<file path="src/rtl/dwf_pkg.sv">
package dwf_pkg;

   typedef enum logic [2:0] {
      ST_IDLE  = 3'd0,
      ST_START = 3'd1,
      ST_BIT   = 3'd2,
      ST_STOP  = 3'd3,
      ST_FIN   = 3'd4
   } dwf_state_e;

   localparam int BYTE_W    = 8;
   localparam int WIDE_W    = 16;
   localparam int SLOT_ACK  = 8;

endpackage

</file>
<file path="src/rtl/dwf_tick_gen.sv">
module dwf_tick_gen #(
   parameter int DIV_W   = 8,
   parameter int MIN_DIV = 13
) (
   input  logic             clk_i,
   input  logic             rst_n_i,
   input  logic             run_i,
   input  logic [DIV_W-1:0] div_i,
   output logic             tick_o
);

   localparam logic [DIV_W-1:0] MIN_D = MIN_DIV[DIV_W-1:0];

   if (MIN_DIV < 2) begin : g_bad_min
      $error("dwf_tick_gen: MIN_DIV must be at least 2");
   end
   if (MIN_DIV >= (1 << DIV_W)) begin : g_bad_width
      $error("dwf_tick_gen: MIN_DIV does not fit in DIV_W bits");
   end

   logic [DIV_W-1:0] div_eff;
   logic [DIV_W-1:0] cnt_q;
   logic             wrap;

   // floor keeps the bus clock at or below its limit
   assign div_eff = (div_i < MIN_D) ? MIN_D : div_i;
   assign wrap    = (cnt_q >= div_eff - 1'b1);
   assign tick_o  = run_i && wrap;

   always_ff @(posedge clk_i) begin
      if (!rst_n_i) begin
         cnt_q <= '0;
      end else if (!run_i || wrap) begin
         cnt_q <= '0;
      end else begin
         cnt_q <= cnt_q + 1'b1;
      end
   end

   // quarter ticks are at least two clocks apart
   assert_tick_spacing_R7: assert property (@(posedge clk_i) disable iff (!rst_n_i)
      tick_o |=> !tick_o);

endmodule

</file>
<file path="src/rtl/dwf_byte_sel.sv">
module dwf_byte_sel #(
   parameter int SAMPLE_W = 12
) (
   input  logic [1:0]          byte_idx_i,
   input  logic [6:0]          dev_addr_i,
   input  logic [7:0]          sub_addr_i,
   input  logic                sub_en_i,
   input  logic                wide_en_i,
   input  logic [SAMPLE_W-1:0] sample_i,
   output logic [7:0]          byte_o,
   output logic                last_o
);

   import dwf_pkg::*;

   if (SAMPLE_W < BYTE_W || SAMPLE_W > WIDE_W) begin : g_bad_sample
      $error("dwf_byte_sel: SAMPLE_W must lie between 8 and 16");
   end

   logic [WIDE_W-1:0] wide;
   logic [7:0]        top8;
   logic [2:0]        n_bytes;
   logic [1:0]        dslot;

   if (SAMPLE_W == WIDE_W) begin : g_full
      assign wide = sample_i;
   end else begin : g_pad
      assign wide = {{(WIDE_W-SAMPLE_W){1'b0}}, sample_i};
   end

   assign top8    = sample_i[SAMPLE_W-1 -: BYTE_W];
   assign n_bytes = 3'd2 + {2'b00, sub_en_i} + {2'b00, wide_en_i};
   assign last_o  = ({1'b0, byte_idx_i} == n_bytes - 3'd1);
   assign dslot   = sub_en_i ? (byte_idx_i - 2'd2) : (byte_idx_i - 2'd1);

   always_comb begin
      if (byte_idx_i == 2'd0) begin
         byte_o = {dev_addr_i, 1'b0};
      end else if (sub_en_i && byte_idx_i == 2'd1) begin
         byte_o = sub_addr_i;
      end else if (dslot == 2'd0) begin
         byte_o = wide_en_i ? wide[15:8] : top8;
      end else begin
         byte_o = wide[7:0];
      end
   end

endmodule

</file>
<file path="src/rtl/dwf_ctrl.sv">
module dwf_ctrl (
   input  logic       clk_i,
   input  logic       rst_n_i,
   input  logic       start_i,
   input  logic       tick_i,
   input  logic [7:0] byte_i,
   input  logic       last_i,
   input  logic       sda_i,
   output logic       accept_o,
   output logic       run_o,
   output logic [1:0] byte_idx_o,
   output logic       scl_oe_o,
   output logic       sda_oe_o,
   output logic       busy_o,
   output logic       done_o,
   output logic       nack_o
);

   import dwf_pkg::*;

   dwf_state_e state_q;
   logic [1:0] phase_q;
   logic [3:0] slot_q;
   logic [7:0] shift_q;
   logic [1:0] bidx_q;
   logic       last_q;
   logic       ack_bad_q;
   logic       scl_oe_q;
   logic       sda_oe_q;
   logic       done_q;
   logic       nack_q;
   logic       in_ack;

   assign in_ack     = slot_q[3];
   assign accept_o   = (state_q == ST_IDLE) && start_i;
   assign run_o      = (state_q == ST_START) || (state_q == ST_BIT) || (state_q == ST_STOP);
   assign byte_idx_o = bidx_q;
   assign scl_oe_o   = scl_oe_q;
   assign sda_oe_o   = sda_oe_q;
   assign busy_o     = (state_q != ST_IDLE);
   assign done_o     = done_q;
   assign nack_o     = nack_q;

   always_ff @(posedge clk_i) begin
      if (!rst_n_i) begin
         state_q   <= ST_IDLE;
         phase_q   <= 2'd0;
         slot_q    <= 4'd0;
         shift_q   <= 8'd0;
         bidx_q    <= 2'd0;
         last_q    <= 1'b0;
         ack_bad_q <= 1'b0;
         scl_oe_q  <= 1'b0;
         sda_oe_q  <= 1'b0;
         done_q    <= 1'b0;
         nack_q    <= 1'b0;
      end else begin
         done_q <= (state_q == ST_FIN);
         unique case (state_q)
            ST_IDLE: begin
               if (start_i) begin
                  state_q   <= ST_START;
                  phase_q   <= 2'd0;
                  bidx_q    <= 2'd0;
                  nack_q    <= 1'b0;
                  ack_bad_q <= 1'b0;
               end
            end
            ST_START: begin
               if (tick_i) begin
                  if (phase_q == 2'd0) begin
                     sda_oe_q <= 1'b1;          // SDA falls, SCL high
                     phase_q  <= 2'd1;
                  end else begin
                     scl_oe_q <= 1'b1;
                     state_q  <= ST_BIT;
                     phase_q  <= 2'd0;
                     shift_q  <= byte_i;
                     slot_q   <= 4'd0;
                  end
               end
            end
            ST_BIT: begin
               if (tick_i) begin
                  unique case (phase_q)
                     2'd0: begin
                        sda_oe_q <= in_ack ? 1'b0 : ~shift_q[7];
                        if (in_ack) begin
                           last_q <= last_i;
                           bidx_q <= bidx_q + 2'd1;
                        end
                        phase_q <= 2'd1;
                     end
                     2'd1: begin
                        scl_oe_q <= 1'b0;
                        phase_q  <= 2'd2;
                     end
                     2'd2: begin
                        if (in_ack) begin
                           ack_bad_q <= sda_i;
                        end
                        phase_q <= 2'd3;
                     end
                     default: begin
                        scl_oe_q <= 1'b1;
                        phase_q  <= 2'd0;
                        if (!in_ack) begin
                           shift_q <= {shift_q[6:0], 1'b0};
                           slot_q  <= slot_q + 4'd1;
                        end else if (ack_bad_q || last_q) begin
                           state_q <= ST_STOP;
                           nack_q  <= ack_bad_q;
                        end else begin
                           shift_q <= byte_i;
                           slot_q  <= 4'd0;
                        end
                     end
                  endcase
               end
            end
            ST_STOP: begin
               if (tick_i) begin
                  unique case (phase_q)
                     2'd0: begin
                        sda_oe_q <= 1'b1;
                        phase_q  <= 2'd1;
                     end
                     2'd1: begin
                        scl_oe_q <= 1'b0;
                        phase_q  <= 2'd2;
                     end
                     default: begin
                        sda_oe_q <= 1'b0;          // SDA rises, SCL high
                        state_q  <= ST_FIN;
                        phase_q  <= 2'd0;
                     end
                  endcase
               end
            end
            default: begin
               state_q <= ST_IDLE;
            end
         endcase
      end
   end

   assert_sda_under_low_scl_R2: assert property (@(posedge clk_i) disable iff (!rst_n_i)
      ((state_q == ST_BIT) && !$stable(sda_oe_q)) |-> (scl_oe_q && $past(scl_oe_q)));

   assert_ack_slot_release_R6: assert property (@(posedge clk_i) disable iff (!rst_n_i)
      ((state_q == ST_BIT) && in_ack && (phase_q != 2'd0)) |-> !sda_oe_q);

   assert_nack_to_stop_R6: assert property (@(posedge clk_i) disable iff (!rst_n_i)
      ((state_q == ST_BIT) && tick_i && (phase_q == 2'd3) && in_ack && ack_bad_q)
      |=> ((state_q == ST_STOP) && nack_q));

   assert_done_single_R8: assert property (@(posedge clk_i) disable iff (!rst_n_i)
      done_q |=> !done_q);

   assert_idle_released_R10: assert property (@(posedge clk_i) disable iff (!rst_n_i)
      (state_q == ST_IDLE) |-> (!scl_oe_q && !sda_oe_q));

endmodule

</file>
<file path="src/rtl/dac_wr_framer.sv">
module dac_wr_framer #(
   parameter int SAMPLE_W   = 12,
   parameter int DIV_W      = 8,
   parameter int CLK_HZ     = 20_000_000,
   parameter int SCL_MAX_HZ = 400_000
) (
   input  logic                clk_i,
   input  logic                rst_n_i,
   input  logic                start_i,
   input  logic [SAMPLE_W-1:0] sample_i,
   input  logic [6:0]          dev_addr_i,
   input  logic [7:0]          sub_addr_i,
   input  logic                sub_en_i,
   input  logic                wide_en_i,
   input  logic [DIV_W-1:0]    div_i,
   input  logic                sda_i,
   output logic                scl_oe_o,
   output logic                sda_oe_o,
   output logic                busy_o,
   output logic                done_o,
   output logic                nack_o
);

   localparam int QUARTER_HZ = 4 * SCL_MAX_HZ;
   localparam int MIN_DIV    = (CLK_HZ + QUARTER_HZ - 1) / QUARTER_HZ;

   if (SCL_MAX_HZ <= 0 || CLK_HZ < 8 * SCL_MAX_HZ) begin : g_bad_rates
      $error("dac_wr_framer: clock too slow for the requested bus rate");
   end

   logic                accept;
   logic                run;
   logic                tick;
   logic [1:0]          byte_idx;
   logic [7:0]          cur_byte;
   logic                last_byte;
   logic [SAMPLE_W-1:0] smp_q;
   logic [6:0]          addr_q;
   logic [7:0]          sub_q;
   logic                sub_en_q;
   logic                wide_en_q;
   logic [DIV_W-1:0]    div_q;

   always_ff @(posedge clk_i) begin
      if (!rst_n_i) begin
         smp_q     <= '0;
         addr_q    <= '0;
         sub_q     <= '0;
         sub_en_q  <= 1'b0;
         wide_en_q <= 1'b0;
         div_q     <= '0;
      end else if (accept) begin
         smp_q     <= sample_i;
         addr_q    <= dev_addr_i;
         sub_q     <= sub_addr_i;
         sub_en_q  <= sub_en_i;
         wide_en_q <= wide_en_i;
         div_q     <= div_i;
      end
   end

   dwf_tick_gen #(
      .DIV_W   (DIV_W),
      .MIN_DIV (MIN_DIV)
   ) i_tick (
      .clk_i   (clk_i),
      .rst_n_i (rst_n_i),
      .run_i   (run),
      .div_i   (div_q),
      .tick_o  (tick)
   );

   dwf_byte_sel #(
      .SAMPLE_W (SAMPLE_W)
   ) i_sel (
      .byte_idx_i (byte_idx),
      .dev_addr_i (addr_q),
      .sub_addr_i (sub_q),
      .sub_en_i   (sub_en_q),
      .wide_en_i  (wide_en_q),
      .sample_i   (smp_q),
      .byte_o     (cur_byte),
      .last_o     (last_byte)
   );

   dwf_ctrl i_ctrl (
      .clk_i      (clk_i),
      .rst_n_i    (rst_n_i),
      .start_i    (start_i),
      .tick_i     (tick),
      .byte_i     (cur_byte),
      .last_i     (last_byte),
      .sda_i      (sda_i),
      .accept_o   (accept),
      .run_o      (run),
      .byte_idx_o (byte_idx),
      .scl_oe_o   (scl_oe_o),
      .sda_oe_o   (sda_oe_o),
      .busy_o     (busy_o),
      .done_o     (done_o),
      .nack_o     (nack_o)
   );

   assert_frozen_sample_R9: assert property (@(posedge clk_i) disable iff (!rst_n_i)
      $past(busy_o) |-> $stable(smp_q));

   assert_done_not_busy_R8: assert property (@(posedge clk_i) disable iff (!rst_n_i)
      done_o |-> !busy_o);

endmodule

</file>
<file path="config.mk">
export PLATFORM = sky130hd
export DESIGN_NAME = dac_wr_framer
export DESIGN_NICKNAME = d
export VERILOG_FILES = /design/src/rtl/dwf_pkg.sv /design/src/rtl/dwf_tick_gen.sv /design/src/rtl/dwf_byte_sel.sv /design/src/rtl/dwf_ctrl.sv /design/src/rtl/dac_wr_framer.sv
export SDC_FILE = /design/constraint.sdc
export NUM_CORES = 1
export LEC_CHECK = 0
export BUFFER_PORTS_ARGS = -buffer_cell sky130_fd_sc_hd__buf_2
export CORE_MARGIN = 3
export CORE_UTILIZATION = 50
export CTS_CLUSTER_DIAMETER = 100
export CTS_CLUSTER_SIZE = 40
export DETAILED_ROUTE_END_ITERATION = 6
export PLACE_DENSITY = 0.7
export SLEW_MARGIN = 20
export SYNTH_ARGS = -nofsm -noshare
export SYNTH_HDL_FRONTEND = slang
export SYNTH_SLANG_ARGS = --single-unit
export TNS_END_PERCENT = 20
</file>
<file path="constraint.sdc">
create_clock -name clk_i -period 7.8 [get_ports clk_i]
set_input_delay 1.17 -clock clk_i [delete_from_list [all_inputs] [get_ports clk_i]]
set_output_delay 1.17 -clock clk_i [all_outputs]
set_load 0.005 [all_outputs]
</file>
# Word-level counts from Yosys, hierarchy flattened
# Cells that the tools add are included.
# totals
register_bits	70
latch_bits	0
ramBits	0
romBits	0
in_bits	41
out_inout_bits	5
elab_cells	154
memories	0
# classes
addsub	9
multipliers	0
div_mod_pow	0
order_cmp	2
n_eq_ne	24
shift	0
mux	67
bitwise	2
reduce_logical	31
# op_table
cell	n
$mux 8	11
$mux 3	9
$mux 4	6
$ne 2x2->1 const B	11
$mux 1	20
$reduce_and 5->1	4
$mux 2	8
$pmux 8 s2	1
$reduce_and 7->1	2
$pmux 3 s4	1
$reduce_and 6->1	2
$reduce_and 9->1	1
$add 8x1->8 const B	1
$ge 8x8->1	1
$lt 8x4->1 const B	1
$ne 2x1->1 const B	4
$pmux 1 s2	4
$pmux 2 s2	2
$pmux 2 s4	1
$pmux 4 s2	1
$sub 8x1->8 const B	1
$eq 3x2->1 const B	2
$logic_not 2->1	3
$pmux 1 s3	2
other kinds (25)	36

# Longest topological paths before layout
# Gate-level depths: netlist of the first run.
# logic_depth
ltp_word	11
ltp_mapped	14
ltp_nobuf	13

# Cells and area by module
# Synthesis of the first run repeated with hierarchy kept, for this count alone.
# unflattened
cells_unflattened	421
hier_area_um2	4051.4
# by_module_without_submodules
module	instances	cells_per_inst	area_each_um2	seq_area_each_um2
dwf_ctrl	1	163	1519.0	500.5
dac_wr_framer	1	118	1425.1	740.7
dwf_tick_gen	1	78	656.9	160.2
dwf_byte_sel	1	62	450.4	0.0

# Worst setup path after synthesis of the first run
# OpenSTA, ideal clock, no wires.
# synth_path
path_kind	flip-flop to flip-flop
from	register div_q[4]
to	register i_ctrl.bidx_q[1] (netlist: i_ctrl.byte_idx_o[1])
setup_ns	0.117
arrival_time_ns	3.107
required_time_ns	7.683
setup_slack_ns	4.575
path_stages_with_launch	14
n_path_buf	0
synth_period_minus_slack_ns	3.225
cell_sequence	dfxtp_1 nor4_1 nand2_1 nand2_1 ha_1 nand2_1 nor3_1 mux2i_1 ha_1 a2111oi_0 o21ai_2 nand2_2 nor2_1 a32o_1
# synth_via
elab_chain_len	7
# synth_rtl
item	line	rtl
from (decl)	dac_wr_framer.sv:42	logic [DIV_W-1:0] div_q;
from (signal assigned)	dac_wr_framer.sv:58	div_q <= div_i;
$lt 8x4->1	dwf_tick_gen.sv:26	assign div_eff = (div_i < MIN_D) ? MIN_D : div_i;
$mux 8 (*)	dwf_tick_gen.sv:26	
$sub 8x1->8 (*)	dwf_tick_gen.sv:27	assign wrap = (cnt_q >= div_eff - 1'b1);
$ge 8x8->1 (*)	dwf_tick_gen.sv:27	
$logic_and 1x1->1 (*)	dwf_tick_gen.sv:28	assign tick_o = run_i && wrap;
$ne 2x1->1 (no source line) (*)	n/a	
$reduce_and 5->1 (no source line) (*)	n/a	
to (signal assigned)	dwf_ctrl.sv:90	bidx_q <= bidx_q + 2'd1;
to (decl)	dwf_ctrl.sv:25	logic [1:0] bidx_q;
# Mark *: on every way between the ends. The rest lies on a longest branch, timed or not.
# A chain may end at the register's enable or synchronous reset.

# Final worst setup path of the first run
# layout_path
from	register div_q[4]
to	register i_tick.cnt_q[6]
# layout_via
elab_chain_len	6
# layout_rtl
item	line	rtl
$lt 8x4->1	dwf_tick_gen.sv:26	
$mux 8 (*)	dwf_tick_gen.sv:26	
$sub 8x1->8 (*)	dwf_tick_gen.sv:27	
$ge 8x8->1 (*)	dwf_tick_gen.sv:27	
$logic_or 1x1->1 (*)	dwf_tick_gen.sv:33	end else if (!run_i || wrap) begin
$reduce_or 2->1 (no source line) (*)	n/a	
to (signal assigned)	dwf_tick_gen.sv:36	cnt_q <= cnt_q + 1'b1;
to (decl)	dwf_tick_gen.sv:22	logic [DIV_W-1:0] cnt_q;
# Marks and branches as above.

==> run metrics, run 1 <==
status=finished, final reports clean; worst r2r src=div_q[4]; Final Slew Violations=0; normalized max-slew margin=43.2%; Initial DRT Pass Iterations=4; P_sw=0.000240 W; worst r2r dst=i_tick.cnt_q[6]; Die Y=92.7 µm; min Tclk post-route=3870 ps; GP Congestion=0.854; WP data arrival=4140 ps; Post-DP HPWL=5900 µm; starting DRC count in detailed routing=134; Synth Area in Compound Gates=21.3%; setup TNS=0 ps; number of global-route vias before repair=3037; Ant. Diodes=0; die width=92.7 µm; Hold Crit Depth=2; Synth cell types=58; largest family of logic cells by synthesized area=simple AND/OR/NAND/NOR gates; adder-cell share of the synthesized area=6.33%; Hold EP=addr_q[6]; largest net degree at the start of global routing=47; Reg2Reg Setup Slack=3930 ps; number of flops mapped to enable cells by yosys=0; Clock transition at path regs=70 ps; total number of vias=3282; syn_area_per_cell=8.09 µm²; Int Power=0.000612 W; global-route wire length before repair=14200 µm; GR Util met1=26.9%; initial antenna violation count=0; met3 Usage GRT=5.69%; number of I/O pins=46; hold_buf cts=0; Final period util=49.6%; ANT nets after route=0; clk_skew=9.76 ps; number of instances resized during post-cts repair=0; drt drc=0; Sw Ratio=28.1%; critical path class=flop to flop; Synth top area share=37.3%; Layout Nets=556; Leakage=1.67 nW; cell taking the most area after synthesis=dfxtp_1; share of the yosys chip area belonging to registers=37.3%; CTS tree=built; CP Capture Type=flop; Yosys reg bits=70; Post-Synth Simple-Gate Area=24.2%; final hold vios=0; Initial Util=53.5%; Clock Power Share=36.6%; XOR/XNOR Fraction of Synth Area=2.57%; drt total wl=8370 µm; Hold Startpoint=addr_q[6]; GR peak layer=met2; Cell Area, Synth=3750 µm²; GRT met2 Usage=32.6%; share of cells above drive strength 1=16.0%; endpoints failing setup=0; largest cells by area after synthesis=dfxtp_1, nand2_1, a21oi_1, ha_1, mux2i_1; most frequent cells in the layout=nand2_1, dfxtp_1, a21oi_1, buf_2, nor2_1; Max-Cap Viols=0; Startpoint Class=flop; post-detailed-route wirelength per cell=14.0 µm; Yosys Warn Count=0; P&R area growth vs syn=11.7%; RSZ-0062 raised after global routing=no; post-synth net total=524; mux share of post-synthesis cell area=3.47%; fmax=258 MHz; top_reg_cell synth=dfxtp_1; GRT Residual Overflow=0; H-tree levels=3; Comb power frac=17.1%; Power Total=0.000851 W; # port buffers=45; CP Data Required Time=8070 ps; PwrDens=203 nW/µm²; CP Max Fanout=16; Post-Syn Instances=464; die area=8590 µm²; Placeable Area=7020 µm²; maximum vdd drop=0.117 mV; clk sink count=70; GRT Total Usage=20.4%; R2R depth=13; clock tree buffer depth=2; Setup Buffers After CTS=0; # rows=30; most common cell after layout, fill and taps aside=nand2_1; Clk Latency, worst-skew pair=340 ps; Worst Hold Class=flop to flop; sequential share of power=46.3%; clk root buf=clkbuf_8; vias per cell=5.51; ys async rst share=0%; Slew @ Worst Pin=845 ps; TritonCTS buffer count=9
-- per-stage QoR --
step | worst slack [ps] | util (%) | instance area [µm²] | hold WS (ps) | std cells
2_1_floorplan | 4580 | - | 3750 | 430 | 464
4_1_cts | 3910 | 59.7 | 4190 | 459 | 596
5_1_grt | 3490 | 59.7 | 4190 | 475 | 596
3_5_place_dp | 3980 | 56.8 | 3990 | 448 | 581
6_report | 3930 | 59.7 | 4190 | 457 | 596
3_3_place_gp | 4150 | 56.8 | 3990 | 442 | 581
-- registers in the layout, summed over array words and instances, names as in the netlist --
signal and count:
addr_q 7, div_q 8, i_ctrl.ack_bad_q 1, i_ctrl.byte_idx_o 2, i_ctrl.done_o 1, i_ctrl.last_q 1, i_ctrl.nack_o 1, i_ctrl.phase_q 2
i_ctrl.scl_oe_o 1, i_ctrl.sda_oe_o 1, i_ctrl.shift_q 8, i_ctrl.slot_q 4, i_ctrl.state_q 3, i_tick.cnt_q 8, smp_q 12, sub_en_q 1
sub_q 8, wide_en_q 1
-- cell families after synthesis --
logic type	Yosys count
fa+ha+maj	19
simple gates	194
mux	13
xor+xnor	11
compound gates	118
flops	70
buf+inv	39
-- per-layer routing --
layer | up-vias | routed length [µm]
met5 | - | 0
met4 | 0 | 93
met3 | 8 | 332
met2 | 66 | 3990
met1 | 1516 | 3950
li1 | 1692 | -
-- area by class of cell --
| type | count | area [µm²] |
|---|---|---|
| Fill cell | 660 | 2830 |
| Timing Repair Buffer | 48 | 248 |
| Sequential cell | 70 | 1400 |
| Tap cell | 96 | 120 |
| Clock inverter | 4 | 72.6 |
| Clock buffer | 11 | 131 |
| Inverter | 12 | 45.0 |
| Multi-Input combinational cell | 355 | 2170 |
-- Yosys cell counts (all sizes together) (2+ instances only) --
master and count:
o41ai 2, o221a 2, buf 14, nor4 3
nand4b 2, and3 6, o22ai 2, xnor2 4
nand2 105, dfxtp 70, o32ai 2, nand2b 2
ha 19, a32o 2, nor2 34, o21ai 14
nor3b 2, nor3 6, nand3b 5, or3 2
a211oi 5, a2111oi 3, a21o 2, nor2b 6
inv 12, nand3 20, a31oi 3, xor2 7
mux2i 13, a221o 4, a22o 8, a22oi 2
o21a 2, a21oi 51, o211ai 7, clkbuf 13
-- power groups by stage --
stage / combinational (W) / sequential, W / clock [W]
floorplan: 0.000117 / 0.000393 / 0
global placement: 0.000142 / 0.000401 / 0
detailed placement: 0.000146 / 0.000402 / 0
CTS: 0.000146 / 0.000394 / 0.000318
global route: 0.000164 / 0.000397 / 0.000336
finish: 0.000146 / 0.000394 / 0.000312
-- how the worst max path moves through the flow --
stage          startpoint                   end  slack [ps]  cells after the start
6_report         div_q[4]       i_tick.cnt_q[6]        3930                     13
5_1_grt          div_q[4]       i_tick.cnt_q[4]        3490                     13
4_1_cts          div_q[4]       i_tick.cnt_q[1]        3910                     13
3_5_place_dp     div_q[4]       i_tick.cnt_q[6]        3980                     13
3_3_place_gp     div_q[4]     i_ctrl.shift_q[3]        4150                     13
2_1_floorplan    div_q[4]  i_ctrl.byte_idx_o[1]        4580                     13
-- critical path, cell delays in order (launching register included) --
cell and delay (ps):
dfxtp_1 370, nor4_1 760, nand2_1 110, nand2_1 110
ha_1 180, nand2_1 90, nor3_1 180, mux2i_1 230
ha_1 260, a2111oi_0 500, o21ai_2 190, nand2_2 310
nand3_1 310, nor2_1 180
No activity file was read; power rests on OpenSTA's default activity.
==> run 2, diff against run 1 <==
--- a/config.mk
+++ b/config.mk
@@ -11,7 +11,7 @@
 export CTS_CLUSTER_DIAMETER = 100
 export CTS_CLUSTER_SIZE = 40
 export DETAILED_ROUTE_END_ITERATION = 6
-export PLACE_DENSITY = 0.7
+export PLACE_DENSITY = 0.73
 export SLEW_MARGIN = 20
 export SYNTH_ARGS = -nofsm -noshare
 export SYNTH_HDL_FRONTEND = slang
==> constraint.sdc (replaced) <==
create_clock -name clk_i -period 3.5 [get_ports clk_i]
set_input_delay 0.525 -clock clk_i [delete_from_list [all_inputs] [get_ports clk_i]]
set_output_delay 0.525 -clock clk_i [all_outputs]
set_load 0.005 [all_outputs]
==> run metrics, run 2 (synthesis results as in run 1) <==
status=finished, final reports clean; critical path's slowest cell=a2111oi_2; vias per cell=5.61 (+1.8%); GRT Residual Overflow=0 (unchanged); total number of vias=3364 (+2.5%); CP most frequent cell=nand2_1; Leakage=1.68 nW (+0.66%); GRT Total Usage=20.8% (+0.37 points); fin cells=600 (+0.67%); WP data arrival=3510 ps (-630 ps); drt drc=0 (unchanged); Max-Cap Viols=0 (unchanged); die area=8590 µm² (unchanged); number of global-route vias before repair=3066 (+0.95%); global-route wire length before repair=14700 µm (+3.2%); Worst Hold Class=input pin to flop; Startpoint Class=flop; CP Capture Type=flop; crit-path max cell delay=430 ps (-330 ps); Power Total=0.00184 W (+120%); Placeable Area=7020 µm² (unchanged); Clock transition at path regs=80 ps (about the same); Slew @ Worst Pin=681 ps (-163 ps); Final period util=92.3% (+43 points); R2R depth=14 (+1); # placed instances=583 (+0.34%); Hold Startpoint=sample_i[1]; drt total wl=8580 µm (+2.5%); clk sink count=70 (unchanged); post-detailed-route wirelength per cell=14.3 µm (+1.8%); worst r2r src=div_q[4]; Clk Latency, worst-skew pair=340 ps (about the same); fmax=310 MHz (+20%); Reg2Reg Setup Slack=270 ps (-3660 ps); CP Data Required Time=3780 ps (-4290 ps); share of cells above drive strength 1=17.7% (+1.7 points); critical path class=flop to flop; endpoints failing setup=0 (unchanged); TritonCTS buffer count=9 (unchanged); GP Congestion=0.895 (+4.8%); final hold vios=0 (unchanged); ANT nets after route=0 (unchanged); hold_buf cts=0 (unchanged); setup TNS=0 ps (unchanged); P&R area growth vs syn=12.5%; maximum vdd drop=0.348 mV (+200%); number of I/O pins=46 (unchanged); Layout Utilization=60.2% (+0.46 points); normalized max-slew margin=54.5% (+11 points); # port buffers=45 (unchanged); die width=92.7 µm (unchanged); PwrDens=435 nW/µm² (+110%); hold slack=416 ps (-40.7 ps); Post-DP HPWL=6120 µm (+3.7%); largest net degree at the start of global routing=39 (-17%); most common cell after layout, fill and taps aside=nand2_1; RSZ-0062 raised after global routing=no; initial antenna violation count=0 (unchanged); H-tree levels=3 (unchanged); Layout Nets=559 (+0.54%); Largest register FFs=12 (unchanged); clock tree buffer depth=2 (unchanged); clk root buf=clkbuf_8; crit-path cells=nor4_1 -> buf_4 -> nand2_1 -> nand2_1 -> ha_1 -> nand2_1 -> nor3_1 -> mux2i_1 -> ha_1 -> a2111oi_2 -> o21ai_2 -> nand2_4 -> a32o_2 -> a22o_1; CP Max Fanout=9 (-7); Hold EP=smp_q[1]; min Tclk post-route=3230 ps (-639 ps); Die Y=92.7 µm (unchanged); most frequent cells in the layout=nand2_1, dfxtp_1, a21oi_1, buf_2, nor2_1; Ant. Diodes=0 (unchanged); starting DRC count in detailed routing=160 (+19%); Initial DRT Pass Iterations=4 (unchanged); Initial Util=53.5% (unchanged); worst r2r dst=i_ctrl.shift_q[7]; Hold Crit Depth=3 (+1); clk_skew=5.90 ps (-3.86 ps); Reg with most FFs=smp_q; # rows=30 (unchanged); CTS tree=built; Final Slew Violations=0 (unchanged)
run 2: changes by cell type in the layout (fill, tap and decap cells not counted), sizes merged:
| cell | change |
|---|---|
| clkinvlp | +3 |
| clkinv | -1 |
| bufinv | -2 |
| buf | +3 |
| clkbuf | +1 |
run 2: worst max path at each step:
| stage | startpoint | to | slack, ps | depth (start not counted) |
|---|---|---|---|---|
| 6_report | div_q[4] | i_ctrl.shift_q[7] | 270 | 14 |
| 5_1_grt | div_q[4] | i_ctrl.shift_q[3] | 50 | 14 |
| 4_1_cts | div_q[4] | i_tick.cnt_q[7] | 30 | 14 |
| 3_5_place_dp | div_q[4] | i_tick.cnt_q[7] | 60 | 14 |
| 3_3_place_gp | div_q[4] | i_ctrl.shift_q[5] | 280 | 14 |
| 2_1_floorplan | div_q[4] | i_ctrl.byte_idx_o[1] | 280 | 13 |
run 2: through the flow:
| stage | setup WS, ps | instance area [µm²] |
|---|---|---|
| after floorplan | 275 | 3750 |
| after global placement | 284 | 4000 |
| after detailed placement | 60.0 | 4000 |
| after CTS | 29.7 | 4200 |
| after global routing | 52.6 | 4230 |
| final | 269 | 4230 |
run 2: layout make-up:
cell class                 count  area, µm²
fill                         661       2790
multi-input combinational    355       2190
sequential                    70       1400
timing repair buffer          51        270
clock buffer                  12        165
tap                           96        120
inverter                      12       45.0
clock inverter                 4       30.0
run 2: repair_timing:
item | CTS | global route
hold endpoints to repair | 0 | 0
setup endpoints to repair | 0 | 32
gates resized for setup | 0 | 5
buffers inserted | 0 | 1
run 2: report_power, final:
group	internal (W)	switching, W
Combinational	0.000140	0.000202
Clock	0.000315	0.000302
Sequential	0.000835	0.0000438
Total	0.00129	0.000548
run 2: routing by layer:
metal | global-route usage [%] | vias to the layer above | share of wire [%]
met5 | 0 | - | 0
met4 | 5.49 | 0 | 1.2
met2 | 32.0 | 83 | 46
met3 | 4.31 | 11 | 5.4
met1 | 29.7 | 1564 | 48
li1 | - | 1706 | -
run 2: worst max-delay path, delay by kind of cell (launching register included):
family	cells	cell delay [ps]
AOI/OAI and AO/OA	4	1050
and+or+nand+nor	6	860
adders and majority gates	2	470
DFF	1	360
muxes	1	250
buffers and inverters	1	180
==> run 3, diff against run 2 <==
--- a/config.mk
+++ b/config.mk
@@ -7,11 +7,11 @@
 export LEC_CHECK = 0
 export BUFFER_PORTS_ARGS = -buffer_cell sky130_fd_sc_hd__buf_2
 export CORE_MARGIN = 3
-export CORE_UTILIZATION = 50
+export CORE_UTILIZATION = 52
 export CTS_CLUSTER_DIAMETER = 100
 export CTS_CLUSTER_SIZE = 40
 export DETAILED_ROUTE_END_ITERATION = 6
-export PLACE_DENSITY = 0.73
+export PLACE_DENSITY = 0.75
 export SLEW_MARGIN = 20
 export SYNTH_ARGS = -nofsm -noshare
 export SYNTH_HDL_FRONTEND = slang
==> run metrics, run 3 (synthesis results as in run 1) <==
clock tree buffer depth=2 (unchanged); global-route wire length before repair=13800 µm (-6.2%); initial antenna violation count=0 (unchanged); hold slack=409 ps (-7.06 ps); Ant. Diodes=0 (unchanged); most frequent cells in the layout=nand2_1, dfxtp_1, a21oi_1, buf_2, nor2_1; Layout Nets=560 (+0.18%); RSZ-0062 raised after global routing=no; H-tree levels=3 (unchanged); Worst Hold Class=input pin to flop; number of global-route vias before repair=3008 (-1.9%); CP Capture Type=flop; crit-path max cell delay=410 ps (-20 ps); final hold vios=0 (unchanged); ANT nets after route=0 (unchanged); largest net degree at the start of global routing=39 (unchanged); R2R depth=15 (+1); share of cells above drive strength 1=17.4% (-0.23 points); GRT Residual Overflow=0 (unchanged); CP most frequent cell=nand2_1; GR Util met1=26.5% (-3.2 points); # rows=30 (unchanged); clk root buf=clkbuf_8; die width=91.0 µm (-1.8%); maximum vdd drop=0.306 mV (-12%); min Tclk post-route=3210 ps (-22.0 ps); Final Slew Violations=0 (unchanged); drt total wl=8220 µm (-4.2%); Post-DP HPWL=5930 µm (-3.1%); CP top delay family=compound AO/OA/AOI/OAI gates; fmax=312 MHz (+0.69%); WP data arrival=3460 ps (-50 ps); CP Max Fanout=6 (-3); die area=8280 µm² (-3.6%); GRT Total Usage=20.0% (-0.81 points); PwrDens=441 nW/µm² (+1.3%); Reg with most FFs=smp_q; CP Data Required Time=3750 ps (-30 ps); vias per cell=5.52 (-1.6%); setup TNS=0 ps (unchanged); Startpoint Class=flop; Largest register FFs=12 (unchanged); Worst path depth=15 (+1); critical path class=flop to flop; status=finished, final reports clean; Hold Crit Depth=3 (unchanged); Max-Cap Viols=0 (unchanged); TritonCTS buffer count=9 (unchanged); Clk Latency, worst-skew pair=350 ps (about the same); normalized max-slew margin=58.0% (+3.5 points); clk_skew=6.79 ps (+0.893 ps); Clock transition at path regs=80 ps (about the same); crit-path cells=nor4_1 -> buf_4 -> nand2_1 -> nand2_1 -> ha_1 -> nand2_1 -> nor3_1 -> mux2i_1 -> ha_1 -> o21ai_0 -> o21bai_2 -> buf_4 -> nand3_1 -> o311a_1 -> a22o_1; met3 Usage GRT=5.80% (+1.5 points); GRT met2 Usage=31.5% (-0.51 points); Initial DRT Pass Iterations=4 (unchanged); Die Y=91.0 µm (-1.8%); clk sink count=70 (unchanged); number of I/O pins=46 (unchanged); GR peak layer=met2; CTS tree=built; Slew @ Worst Pin=629 ps (-52.0 ps); endpoints failing setup=0 (unchanged); most common cell after layout, fill and taps aside=nand2_1; Power Total=0.00186 W (+1.3%); critical path's slowest cell=o311a_1; post-detailed-route wirelength per cell=13.7 µm (-4.4%); CP bufs+invs=2 (+1); Final period util=91.7% (-0.63 points); P&R area growth vs syn=12.5% (unchanged); starting DRC count in detailed routing=163 (+1.9%); Initial Util=54.4% (+0.87 points); GP Congestion=0.880 (-1.6%); Placeable Area=6910 µm² (-1.6%); Leakage=1.68 nW (+0.41%); Setup Buffers After CTS=0 (unchanged); # port buffers=45 (unchanged); drt drc=0 (unchanged); total number of vias=3315 (-1.5%)
## run 3: cell count changes in the layout (fill, tap and decap cells not counted)
| cell | previous run | this run |
|---|---|---|
| clkbuf_1 | 0 | 1 |
| clkbuf_8 | 12 | 9 |
| nor2_2 | 3 | 2 |
| clkinvlp_4 | 4 | 3 |
| bufinv_16 | 0 | 1 |
| clkinv_2 | 0 | 2 |
| nor2_1 | 30 | 31 |
| buf_4 | 6 | 7 |
## run 3: power breakdown
part	total [W]	internal, W	switching (W)
registers	0.000877	0.000835	0.0000420
clock network	0.000643	0.000327	0.000317
logic	0.000342	0.000142	0.000200
total	0.00186	0.00130	0.000558
## run 3: area by class of cell
cell class | count | area [µm²]
Inverter | 12 | 45.0
Sequential cell | 70 | 1400
Clock buffer | 10 | 128
Clock inverter | 6 | 62.6
Tap cell | 96 | 120
Timing Repair Buffer | 52 | 278
Fill cell | 651 | 2680
Multi-Input combinational cell | 355 | 2190
## run 3: per-layer routing
layer | up-vias | share of wire [%]
met3 | 11 | 5.6
met5 | - | 0
met2 | 89 | 46
met4 | 0 | 0.97
li1 | 1707 | -
met1 | 1508 | 47
## run 3: worst paths after layout
| check | from | endpoint | slack (ps) |
|---|---|---|---|
| worst min-delay path | sample_i[6] | smp_q[6] | 410 |
| worst max register to register | div_q[5] | i_ctrl.byte_idx_o[0] | 290 |
| worst min register to register | sub_q[3] | sub_q[3] | 460 |
| worst max-delay path | div_q[5] | i_ctrl.byte_idx_o[0] | 290 |
## run 3: through the flow
step / cell area (µm²) / util, % / worst slack (ps) / cells
floorplan: 3750 / - / 275 / 464
global placement: 4020 / 58.2 / 246 / 585
detailed placement: 4020 / 58.2 / 179 / 585
CTS: 4210 / 60.9 / 107 / 601
global route: 4230 / 61.2 / 21.6 / 601
finish: 4230 / 61.2 / 291 / 601
## run 3: what timing repair did
item	in CTS	in global routing
hold buffers	0	0
resized for setup	0	4
setup endpoints to repair	0	23
## run 3: tightest hold or removal path, stage by stage
cell and delay (ps):
buf_2 90, nand2_1 40, a21oi_1 50
